==> src/rtl/tmr8_pkg.sv <==
package tmr8_pkg;
  typedef enum logic [1:0] {
    M_NORMAL = 2'd0,
    M_CTC    = 2'd1,
    M_FAST   = 2'd2,
    M_PHASE  = 2'd3
  } mode_e;

  localparam int PRE_TAPS = 4;
  localparam int NCH      = 2;

  localparam int A_CTRL = 0;
  localparam int A_OUTM = 1;
  localparam int A_CMPA = 2;
  localparam int A_CNT  = 4;
  localparam int A_FLAG = 5;
endpackage

==> src/rtl/tmr8_tick.sv <==
module tmr8_tick
  import tmr8_pkg::*;
(
  input  logic                clk,
  input  logic                rst_n,
  input  logic                run,
  input  logic [2:0]          csel,
  input  logic [PRE_TAPS-1:0] pre_stb,
  input  logic                ext_pin,
  output logic                tick
);
  localparam int TAP_W = $clog2(PRE_TAPS);

  // [0],[1] synchroniser, [2] previous synchronised value
  logic [2:0]       sync_q;
  logic             rise, fall, sel;
  logic [TAP_W-1:0] tap;

  always_ff @(posedge clk or negedge rst_n) begin
    if (!rst_n)   sync_q <= '0;
    else if (run) sync_q <= {sync_q[1:0], ext_pin};
  end

  assign rise = sync_q[1] & ~sync_q[2];
  assign fall = ~sync_q[1] & sync_q[2];
  assign tap  = TAP_W'(csel - 3'd2);

  always_comb begin
    case (csel)
      3'd0:    sel = 1'b0;
      3'd1:    sel = 1'b1;
      3'd6:    sel = fall;
      3'd7:    sel = rise;
      default: sel = pre_stb[tap];
    endcase
  end

  assign tick = run & sel;

  // an edge source cannot advance the counter twice in a row
  p_edge_single_r2: assert property (@(posedge clk) disable iff (!rst_n)
    (csel == 3'd7) && tick |=> (csel != 3'd7) || !tick);
endmodule

==> src/rtl/tmr8_core.sv <==
module tmr8_core
  import tmr8_pkg::*;
#(
  parameter int W = 8
) (
  input  logic         clk,
  input  logic         rst_n,
  input  logic         run,
  input  logic         tick,
  input  mode_e        mode,
  input  logic [W-1:0] top_val,
  input  logic         cnt_wr,
  input  logic [W-1:0] cnt_wdata,
  output logic [W-1:0] cnt,
  output logic         dir_dn,
  output logic         ovf_evt,
  output logic         load_evt
);
  localparam logic [W-1:0] MAX = {W{1'b1}};
  localparam logic [W-1:0] ONE = W'(1);

  logic step, at_max, at_low;

  assign step   = run & tick;
  assign at_max = (cnt == MAX);
  assign at_low = (cnt <= ONE);

  assign ovf_evt  = step && ((mode == M_PHASE) ? (dir_dn && at_low) : at_max);
  assign load_evt = step && (((mode == M_FAST) && at_max) ||
                             ((mode == M_PHASE) && dir_dn && at_low));

  always_ff @(posedge clk or negedge rst_n) begin
    if (!rst_n) begin
      cnt    <= '0;
      dir_dn <= 1'b0;
    end else if (run) begin
      if (cnt_wr) begin
        cnt <= cnt_wdata;
      end else if (tick) begin
        case (mode)
          M_CTC:   cnt <= (cnt == top_val) ? '0 : cnt + ONE;
          M_PHASE: begin
            if (dir_dn) begin
              if (at_low) begin
                cnt    <= '0;
                dir_dn <= 1'b0;
              end else begin
                cnt <= cnt - ONE;
              end
            end else if (cnt >= MAX - ONE) begin
              cnt    <= MAX;
              dir_dn <= 1'b1;
            end else begin
              cnt <= cnt + ONE;
            end
          end
          default: cnt <= cnt + ONE;
        endcase
      end
      if (mode != M_PHASE) dir_dn <= 1'b0;
    end
  end

  // a match with compare A reloads zero
  p_ctc_reload_r4: assert property (@(posedge clk) disable iff (!rst_n)
    run && tick && !cnt_wr && (mode == M_CTC) && (cnt == top_val) |=> cnt == '0);
  // counting up in phase-correct mode below the top moves by exactly one
  p_phase_up_r6: assert property (@(posedge clk) disable iff (!rst_n)
    run && tick && !cnt_wr && (mode == M_PHASE) && !dir_dn && !at_max
      |=> cnt == $past(cnt) + ONE);
endmodule

==> src/rtl/tmr8_cmp.sv <==
module tmr8_cmp
  import tmr8_pkg::*;
#(
  parameter int W = 8
) (
  input  logic         clk,
  input  logic         rst_n,
  input  logic         run,
  input  mode_e        mode,
  input  logic [1:0]   com,
  input  logic         wr,
  input  logic [W-1:0] wdata,
  input  logic         load_evt,
  input  logic         tick,
  input  logic [W-1:0] cnt,
  input  logic         dir_dn,
  output logic [W-1:0] ocr_act,
  output logic         match_evt,
  output logic         wave
);
  logic [W-1:0] ocr_buf;
  logic         pwm, wv, wv_n;

  assign pwm       = (mode == M_FAST) || (mode == M_PHASE);
  assign match_evt = run && tick && (cnt == ocr_act);

  always_ff @(posedge clk or negedge rst_n) begin
    if (!rst_n) begin
      ocr_buf <= '0;
      ocr_act <= '0;
    end else if (run) begin
      if (wr) ocr_buf <= wdata;
      if (!pwm)          ocr_act <= wr ? wdata : ocr_buf;
      else if (load_evt) ocr_act <= ocr_buf;
    end
  end

  always_comb begin
    wv_n = wv;
    case (mode)
      M_FAST: begin
        if (com[1]) begin
          if (load_evt)       wv_n = ~com[0];
          else if (match_evt) wv_n = com[0];
        end
      end
      M_PHASE: begin
        if (com[1] && match_evt) wv_n = dir_dn ^ com[0];
      end
      default: begin
        if (match_evt) begin
          case (com)
            2'd1:    wv_n = ~wv;
            2'd2:    wv_n = 1'b0;
            2'd3:    wv_n = 1'b1;
            default: wv_n = wv;
          endcase
        end
      end
    endcase
  end

  always_ff @(posedge clk or negedge rst_n) begin
    if (!rst_n)   wv <= 1'b0;
    else if (run) wv <= wv_n;
  end

  assign wave = wv & (pwm ? com[1] : (com != 2'd0));

  // in PWM modes the active compare value moves only at a period boundary
  p_dbuf_hold_r5: assert property (@(posedge clk) disable iff (!rst_n)
    run && pwm && !load_evt |=> $stable(ocr_act));
  // non-inverting dual-slope output follows the count direction on a match
  p_phase_sym_r6: assert property (@(posedge clk) disable iff (!rst_n)
    run && (mode == M_PHASE) && (com == 2'd2) && match_evt |=> wv == $past(dir_dn));
endmodule

==> src/rtl/tmr8_dualcmp.sv <==
module tmr8_dualcmp
  import tmr8_pkg::*;
#(
  parameter int CNT_W  = 8,
  parameter int ADDR_W = 3
) (
  input  logic                clk,
  input  logic                rst_n,
  input  logic                pwr_off,
  input  logic [PRE_TAPS-1:0] pre_stb,
  input  logic                ext_pin,
  input  logic                wr_en,
  input  logic [ADDR_W-1:0]   wr_addr,
  input  logic [CNT_W-1:0]    wr_data,
  output logic [CNT_W-1:0]    count,
  output logic                wave_a,
  output logic                wave_b,
  output logic                irq_ovf,
  output logic                irq_cmpa,
  output logic                irq_cmpb
);
  localparam int FLG_W = NCH + 1;

  logic             run, wr_go, tick, dir_dn, ovf_evt, load_evt;
  logic [2:0]       csel;
  mode_e            mode;
  logic [1:0]       com   [NCH];
  logic [CNT_W-1:0] ocr_act [NCH];
  logic [NCH-1:0]   match, wave;
  logic [FLG_W-1:0] flg, flg_set, flg_clr;
  int               addr_i;

  assign run    = ~pwr_off;
  assign wr_go  = run & wr_en;
  assign addr_i = int'(wr_addr);

  always_ff @(posedge clk or negedge rst_n) begin
    if (!rst_n) begin
      csel <= '0;
      mode <= M_NORMAL;
      for (int c = 0; c < NCH; c++) com[c] <= '0;
    end else if (wr_go) begin
      if (addr_i == A_CTRL) begin
        csel <= wr_data[2:0];
        mode <= mode_e'(wr_data[4:3]);
      end
      if (addr_i == A_OUTM)
        for (int c = 0; c < NCH; c++) com[c] <= wr_data[2*c +: 2];
    end
  end

  tmr8_tick u_tick (
    .clk(clk), .rst_n(rst_n), .run(run), .csel(csel),
    .pre_stb(pre_stb), .ext_pin(ext_pin), .tick(tick)
  );

  tmr8_core #(.W(CNT_W)) u_core (
    .clk(clk), .rst_n(rst_n), .run(run), .tick(tick), .mode(mode),
    .top_val(ocr_act[0]), .cnt_wr(wr_go && (addr_i == A_CNT)),
    .cnt_wdata(wr_data), .cnt(count), .dir_dn(dir_dn),
    .ovf_evt(ovf_evt), .load_evt(load_evt)
  );

  for (genvar ch = 0; ch < NCH; ch++) begin : g_ch
    tmr8_cmp #(.W(CNT_W)) u_cmp (
      .clk(clk), .rst_n(rst_n), .run(run), .mode(mode), .com(com[ch]),
      .wr(wr_go && (addr_i == A_CMPA + ch)), .wdata(wr_data),
      .load_evt(load_evt), .tick(tick), .cnt(count), .dir_dn(dir_dn),
      .ocr_act(ocr_act[ch]), .match_evt(match[ch]), .wave(wave[ch])
    );
  end

  assign flg_set = {match, ovf_evt};
  assign flg_clr = (wr_go && (addr_i == A_FLAG)) ? wr_data[FLG_W-1:0] : '0;

  always_ff @(posedge clk or negedge rst_n) begin
    if (!rst_n)   flg <= '0;
    else if (run) flg <= (flg & ~flg_clr) | flg_set;
  end

  assign irq_ovf  = flg[0];
  assign irq_cmpa = flg[1];
  assign irq_cmpb = flg[2];
  assign wave_a   = wave[0];
  assign wave_b   = wave[1];

  // a stopped counter holds unless software loads it
  p_stop_hold_r2: assert property (@(posedge clk) disable iff (!rst_n)
    run && (csel == 3'd0) && !(wr_go && (addr_i == A_CNT)) |=> $stable(count));
  // power-down freezes count and flags
  p_freeze_r10: assert property (@(posedge clk) disable iff (!rst_n)
    pwr_off |=> $stable(count) && $stable(flg));
  // a channel B match raises its flag on the next cycle
  p_cmpb_flag_r7: assert property (@(posedge clk) disable iff (!rst_n)
    run && tick && (count == ocr_act[1]) |=> irq_cmpb);
  // a wrap in free counting raises the overflow flag
  p_wrap_flag_r3: assert property (@(posedge clk) disable iff (!rst_n)
    run && tick && (mode == M_NORMAL) && (count == '1) |=> irq_ovf);
endmodule

==> config.mk <==
export PLATFORM = sky130hd
export DESIGN_NAME = tmr8_dualcmp
export DESIGN_NICKNAME = d
export VERILOG_FILES = /design/src/rtl/tmr8_pkg.sv /design/src/rtl/tmr8_tick.sv /design/src/rtl/tmr8_core.sv /design/src/rtl/tmr8_cmp.sv /design/src/rtl/tmr8_dualcmp.sv
export SDC_FILE = /design/constraint.sdc
export NUM_CORES = 1
export LEC_CHECK = 0
export BUFFER_PORTS_ARGS = -buffer_cell sky130_fd_sc_hd__buf_4
export CAP_MARGIN = 20
export CORE_MARGIN = 1
export CORE_UTILIZATION = 60
export CTS_BUF_LIST = sky130_fd_sc_hd__clkbuf_2
export CTS_CLUSTER_DIAMETER = 30
export DETAILED_ROUTE_END_ITERATION = 8
export PLACE_DENSITY_LB_ADDON = 0.3
export SETUP_SLACK_MARGIN = 0.15
export SKIP_CTS_REPAIR_TIMING = 1
export SLEW_MARGIN = 20
export SYNTH_ARGS = -nofsm -noshare
export SYNTH_HDL_FRONTEND = slang
export SYNTH_SLANG_ARGS = --single-unit
==> constraint.sdc <==
create_clock -name clk -period 4.02 [get_ports clk]
set_input_delay 0.201 -clock clk [delete_from_list [all_inputs] [get_ports clk]]
set_output_delay 0.201 -clock clk [all_outputs]
set_load 0.02 [all_outputs]
### After elaboration in Yosys (flattened, before gate mapping)

Index checks and enable logic that the tools add are counted.

| cells by class | value |
|---|---|
| muxes and demuxes | 41 |
| order comparisons | 3 |
| reduce and logical (&&, ||, !) cells | 35 |
| $add $sub $neg | 3 |
| bitwise logic cells | 19 |
| equality and inequality tests | 29 |

Operator list:

| cell | count |
|---|---|
| $mux 8 | 12 |
| $logic_not 32->1 | 1 |
| $mux 1 | 21 |
| $eq 3x3->1 const B | 6 |
| $eq 8x8->1 | 2 |
| $pmux 8 s2 | 1 |
| $logic_and 1x1->1 | 15 |
| $eq 2x2->1 const B | 6 |
| $reduce_and 6->1 | 2 |
| $ne 2x2->1 const B | 5 |
| $reduce_bool 2->1 | 5 |
| $reduce_bool 5->1 | 2 |
| $add 8x1->8 const B | 1 |
| $eq 8x8->1 const B | 1 |
| $ge 8x8->1 const B | 1 |
| $le 8x1->1 const B | 1 |
| $reduce_and 2->1 | 4 |
| $sub 8x1->8 const B | 1 |
| $and 1x1->1 | 7 |
| $not 1->1 | 7 |
| $eq 2x1->1 const B | 3 |
| $ne 3x1->1 const B | 2 |
| $pmux 1 s3 | 2 |
| $reduce_bool 3->1 | 2 |
| other kinds (16) | 20 |

| storage, ports and cells | value |
|---|---|
| input port bits | 20 |
| register bits after elaboration | 58 |
| logic and storage cells | 144 |
| output and inout bits | 13 |

### Depth between registers and ports, before layout

| depth | value |
|---|---|
| word-level depth | 11 |
| gate-level depth with buffers | 10 |
| gate-level depth less buffers | 8 |

### By module

A second synthesis with hierarchy kept.

| unflattened totals | value |
|---|---|
| cell total of the unflattened synthesis | 368 |
| area total of the unflattened synthesis | 3,673.5 um^2 |

Modules (own cells, without submodules):

| module | area each (um^2) | times used | cells an instance |
|---|---|---|---|
| tmr8_cmp | 964.7 | 2 | 93 |
| tmr8_core | 1,038.5 | 1 | 129 |
| tmr8_dualcmp | 515.5 | 1 | 38 |
| tmr8_tick | 190.2 | 1 | 15 |

### Least setup slack after synthesis

OpenSTA, ideal clock, no wires.

| path | value |
|---|---|
| path type | register to register |
| start point | reg u_core.cnt[0] |
| end point | reg g_ch[0].u_cmp.ocr_act[6] |
| stages on the path, launching flop included | 11 |
| setup slack | 1.573 ns |
| period minus slack after synthesis | 2.447 ns |
| arrival | 2.321 ns |
| data required time | 3.895 ns |
| buffers on the path | 2 |
| setup time | 0.125 ns |
| path through | dfrtp_1 clkbuf_1 inv_1 ha_1 nor2_1 nor4_4 nand3_1 a32oi_1 o21bai_2 buf_6 mux2_4 |

| on the way | value |
|---|---|
| longest elaborated chain between the ends | 6 |
| elaborated cells between the ends (all ways) | 8 |

RTL lines:

| what | RTL line | text |
|---|---|---|
| start: declaration | tmr8_core.sv:14 | `output logic [W-1:0] cnt,` |
| start signal: assignment | tmr8_core.sv:38 | `cnt <= cnt_wdata;` |
| start signal: assignment | tmr8_core.sv:41 | `M_CTC: cnt <= (cnt == top_val) ? '0 : cnt + ONE;` |
| start signal: assignment | tmr8_core.sv:48 | `cnt <= cnt - ONE;` |
| $le 8x1->1 / $eq 8x8->1 (equally long branches) | tmr8_core.sv:26, tmr8_core.sv:25 |  |
| $logic_and 1x1->1 (on tied branches) | tmr8_core.sv:30, tmr8_core.sv:29 |  |
| $logic_or 1x1->1 (*) | tmr8_core.sv:29 | `assign load_evt = step && (((mode == M_FAST) && at_max) \|\|` |
| $logic_and 1x1->1 (*) | tmr8_core.sv:29 |  |
| $ne 2x1->1 (no source line) (*) | n/a |  |
| $reduce_and 2->1 (no source line) (*) | n/a |  |
| end signal: assignment | tmr8_cmp.sv:33 | `if (!pwm) ocr_act <= wr ? wdata : ocr_buf;` |
| end signal: assignment | tmr8_cmp.sv:34 | `else if (load_evt) ocr_act <= ocr_buf;` |
| end: declaration | tmr8_cmp.sv:17 | `output logic [W-1:0] ocr_act,` |

Mark *: on every way between the ends. The rest lies on a longest branch, timed or not.
A chain may end at the register's enable or synchronous reset.

### Final worst setup path

| path | value |
|---|---|
| start point | reg u_core.cnt[1] |
| end point | reg g_ch[0].u_cmp.ocr_act[5] |

The elaborated chain is that of the path after synthesis.

==> impl_results.md <==
- Number of fillers in the final layout: 423
- Number of diodes: 0
- Starting Density: 0.637
- Cell types occupying the most area after synthesis: dfrtp_1 (40%), mux2_2 (13%), mux2i_1 (5.3%), xnor2_1 (4.1%), ha_1 (2.8%)
- Maximum single-stage delay on the critical path: 0.76 ns
- Number of nets in the synthesized netlist: 380
- CORE AREA: 0.00564 mm²
- Pin count of the biggest net entering global routing: 59
- Final Wtd Congestion: 0.920
- Max_slew headroom: 0.365
- Adder and majority cell fraction of the synthesized area: 0.0278
- RSZ-0062 raised after global routing: no
- Final hold vios: 0
- Chip Width: 79.4 µm
- Max VDD drop: 0.392 mV
- Clock network power share: 0.151
- Net count, final: 414
- Number of antenna violations at the first check in global routing: 0
- Count of flip-flops with a built-in enable after synthesis: 0
- Worst clock skew: 0.0190 ns
- Crit-path slowest cell: o21bai_2
- Actual transition at the worst max-transition pin: 0.952 ns
- Residual DRC: 0
- Worst hold slack across all endpoints: 0.0244 ns
- Warning count from the yosys run: 0
- Sequential Power Share: 0.436
- Dominant combinational cell family by area after synthesis: multiplexers
- Crit start category: flip-flop
- Wire length of the first global-routing pass: 13800 µm
- Std cell rows: 27
- Post-Synthesis Cells: 352
- Buffer levels on the longest clock path: 2
- Worst Slack Setup Final: 1.12 ns
- Layout cell share with drive strength beyond 1: 0.262
- Setup_tns: 0 ns
- Most common cell in the synthesized netlist: dfrtp_1
- Die Footprint: 0.00630 mm²
- # clock sinks: 58
- Worst-path clk slew: 0.17 ns
- Wire per inst: 18.8 µm
- Total routed wirelength: 8670 µm
- Via density per instance: 6.31
- Via count: 2917
- Most used flip-flop cell after synthesis: dfrtp_1
- Worst setup path category: reg -> reg
- Data required time at the worst endpoint: 4.40 ns
- Endpoint class of the critical path: flip-flop
- Number of distinct standard cells referenced by the synthesized netlist: 57
- CTS root buf: clkbuf_2
- Avg Cell Area, Syn: 10.2 µm²
- Half-perimeter wire length after placement: 6030 µm
- Internal Dissipation: 1.42 mW
- Share of async-settable or async-resettable flops after synthesis: 1.00
- Highest fanout seen on the critical path: 16
- Share of the synthesized area in the top cell type: 0.404
- Area added between synthesis and finish: 12.2%
- Cell Pwr Density: 606 mW/mm²
- Switching power: 1.02 mW
- Critical path arrival: 3.28 ns
- Count of nets left with antenna violations after detail routing: 0
- DRT iter0 DRCs: 243
- Result of the run: finished clean
- Quantity of I/O buffers inserted on ports: 32
- DIE HEIGHT: 79.4 µm
- Register bit count reported by yosys: 58
- Fraction of the yosys area taken by sequential cells: 0.404
- GRT Residual Overflow: 0
- Number of levels in the clock H-tree: 3
- Max Fclk: 345 MHz
- Comb pwr share: 0.413
- Most common library cells after synthesis: dfrtp_1 (58), mux2_2 (42), nand2_1 (23), inv_1 (20), mux2i_1 (19)
- Via count of the first global-routing pass: 2754
- Detailed Routing Iterations Pass 1: 5
- Portion of the clock cycle consumed by the worst path in the final layout: 0.721
- Switching share of power: 0.417
- CTS tree: built
- Final critical delay including setup and external delays: 2.90 ns
- Total GRT Usage: 0.296
- Chain of cells forming the critical path: inv_1 > ha_1 > nor2_1 > nor4_4 > nand3_1 > a32oi_1 > o21bai_2 > mux2_2
- Total of endpoints with negative setup slack in the final report: 0
- # Max-Cap Violations: 0
- Area share of xor/xnor cells in the synthesized design: 0.0658
- Share of synthesized area spent on multiplexers: 0.193
- Total clock buffers created by CTS: 9
- Path class of the lowest-slack min-delay path: in -> reg
- Combined area of all synthesized cells: 0.00359 mm²
- Clk Latency, worst-skew pair: 0.49 ns
- Simple-Gate Fraction of Synth Area: 0.139
- Top-level port count: 33
- Setup Slack @ Placement: 1.19 ns
- Cell taking the most area after synthesis: dfrtp_1
- Final count of pins violating max slew: 0
- Fraction of the mapped netlist area in compound gates: 0.121
- Leak: 1.84 nW
[placed cells by master, fill, tap and decap left out, types with 2 or more instances in the layout]
| cell type | n |
|---|---|
| nand2_1 | 23 |
| a22o_1 | 3 |
| mux2_2 | 42 |
| nor2_1 | 16 |
| nand3b_1 | 4 |
| clkinv_2 | 2 |
| nor3b_1 | 5 |
| or3_1 | 3 |
| a21oi_1 | 16 |
| and2_1 | 2 |
| xor2_1 | 10 |
| dlygate4sd3_1 | 9 |
| a21o_1 | 2 |
| a41o_1 | 2 |
| nand4_1 | 4 |
| nor4bb_1 | 2 |
| dfrtp_1 | 58 |
| a31oi_1 | 5 |
| o21ai_0 | 15 |
| o22ai_1 | 2 |
| nor3_1 | 8 |
| o211a_1 | 2 |
| clkbuf_2 | 10 |
| nand3_1 | 9 |
| buf_4 | 34 |
| xnor2_1 | 17 |
| mux2_4 | 2 |
| mux2i_1 | 19 |
| nor4_1 | 4 |
| inv_1 | 20 |
| o31ai_1 | 4 |
| ha_1 | 8 |
| or2_2 | 2 |
[routing by layer]
layer	track usage	vias to the layer above	routed length, µm
li1	-	1329	-
met2	0.461	120	4130
met4	0.145	0	259
met1	0.392	1438	3740
met5	0	-	0
met3	0.0629	30	534
[sequential cells by signal, indices dropped and copies added (netlist names)]
signal and count:
u_tick.sync_q 3, flg 3, g_ch.u_cmp.ocr_buf 16, u_core.cnt 8, g_ch.u_cmp.ocr_act 16, g_ch.u_cmp.wv 2
csel 3, mode 2, u_core.dir_dn 1, com 4
[per-stage QoR]
| stage | std cells | util | area, µm² | power, mW |
|---|---|---|---|---|
| after floorplan | 352 | - | 3590 | 1.79 |
| after global placement | 438 | 0.680 | 3840 | 2.02 |
| after detailed placement | 438 | 0.680 | 3840 | 2.07 |
| after CTS | 453 | 0.699 | 3940 | 2.43 |
| after global routing | 462 | 0.715 | 4030 | 2.60 |
| final | 462 | 0.715 | 4030 | 2.44 |
[critical path, delay by kind of cell, from the launching register on]
kind	cells	cell delay (ns)
compound gates	2	0.84
fa+ha+maj	1	0.29
buf+inv	1	0.15
flops	1	0.65
mux	1	0.41
simple gates	3	0.44
[path summary, 6_finish.rpt]
| kind | cells after the start | end | startpoint | slack [ns] |
|---|---|---|---|---|
| min in group asynchronous | 2 | u_core.dir_dn$_DFFE_PN0P_ | rst_n | 0.28 |
| hold reg to reg | 2 | flg[0]$_DFFE_PN0N_ | flg[0]$_DFFE_PN0N_ | 0.53 |
| setup reg to reg | 8 | g_ch[0].u_cmp.ocr_act[5]$_DFFE_PN0P_ | u_core.cnt[1]$_DFFE_PN0P_ | 1.12 |
| setup / recovery | 8 | g_ch[0].u_cmp.ocr_act[5]$_DFFE_PN0P_ | u_core.cnt[1]$_DFFE_PN0P_ | 1.12 |
| max in group asynchronous | 2 | g_ch[0].u_cmp.ocr_buf[5]$_DFFE_PN0N_ | rst_n | 3.23 |
| hold / removal | 2 | mode[0]$_DFFE_PN0P_ | wr_data[3] | 0.02 |
[cell type report]
class	count	area (µm²)	share of cell area
multi-input cells	254	1970	0.487
inverters	20	75.1	0.0186
flip-flops and latches	58	1450	0.360
clock buffers	10	50.0	0.0124
clock inverters	5	56.3	0.0140
repair buffers	43	345	0.0856
well taps	72	90.1	0.0223
[power by group through the flow]
stage / sequential (mW) / combinational (mW) / clock (mW)
final: 1.07 / 1.01 / 0.368
after global routing: 1.09 / 1.11 / 0.396
after CTS: 1.06 / 1.00 / 0.369
after detailed placement: 1.07 / 0.997 / 0
after global placement: 1.05 / 0.971 / 0
after floorplan: 0.948 / 0.839 / 0
[logic make-up (layout without fill, tap and decap cells)]
group,Yosys count,in the layout
mux,63,63
buf+inv,40,78
xor+xnor,27,27
flops,58,58
fa+ha+maj,8,8
compound gates,65,65
simple gates,91,91
(Power assumes the default switching activity.)
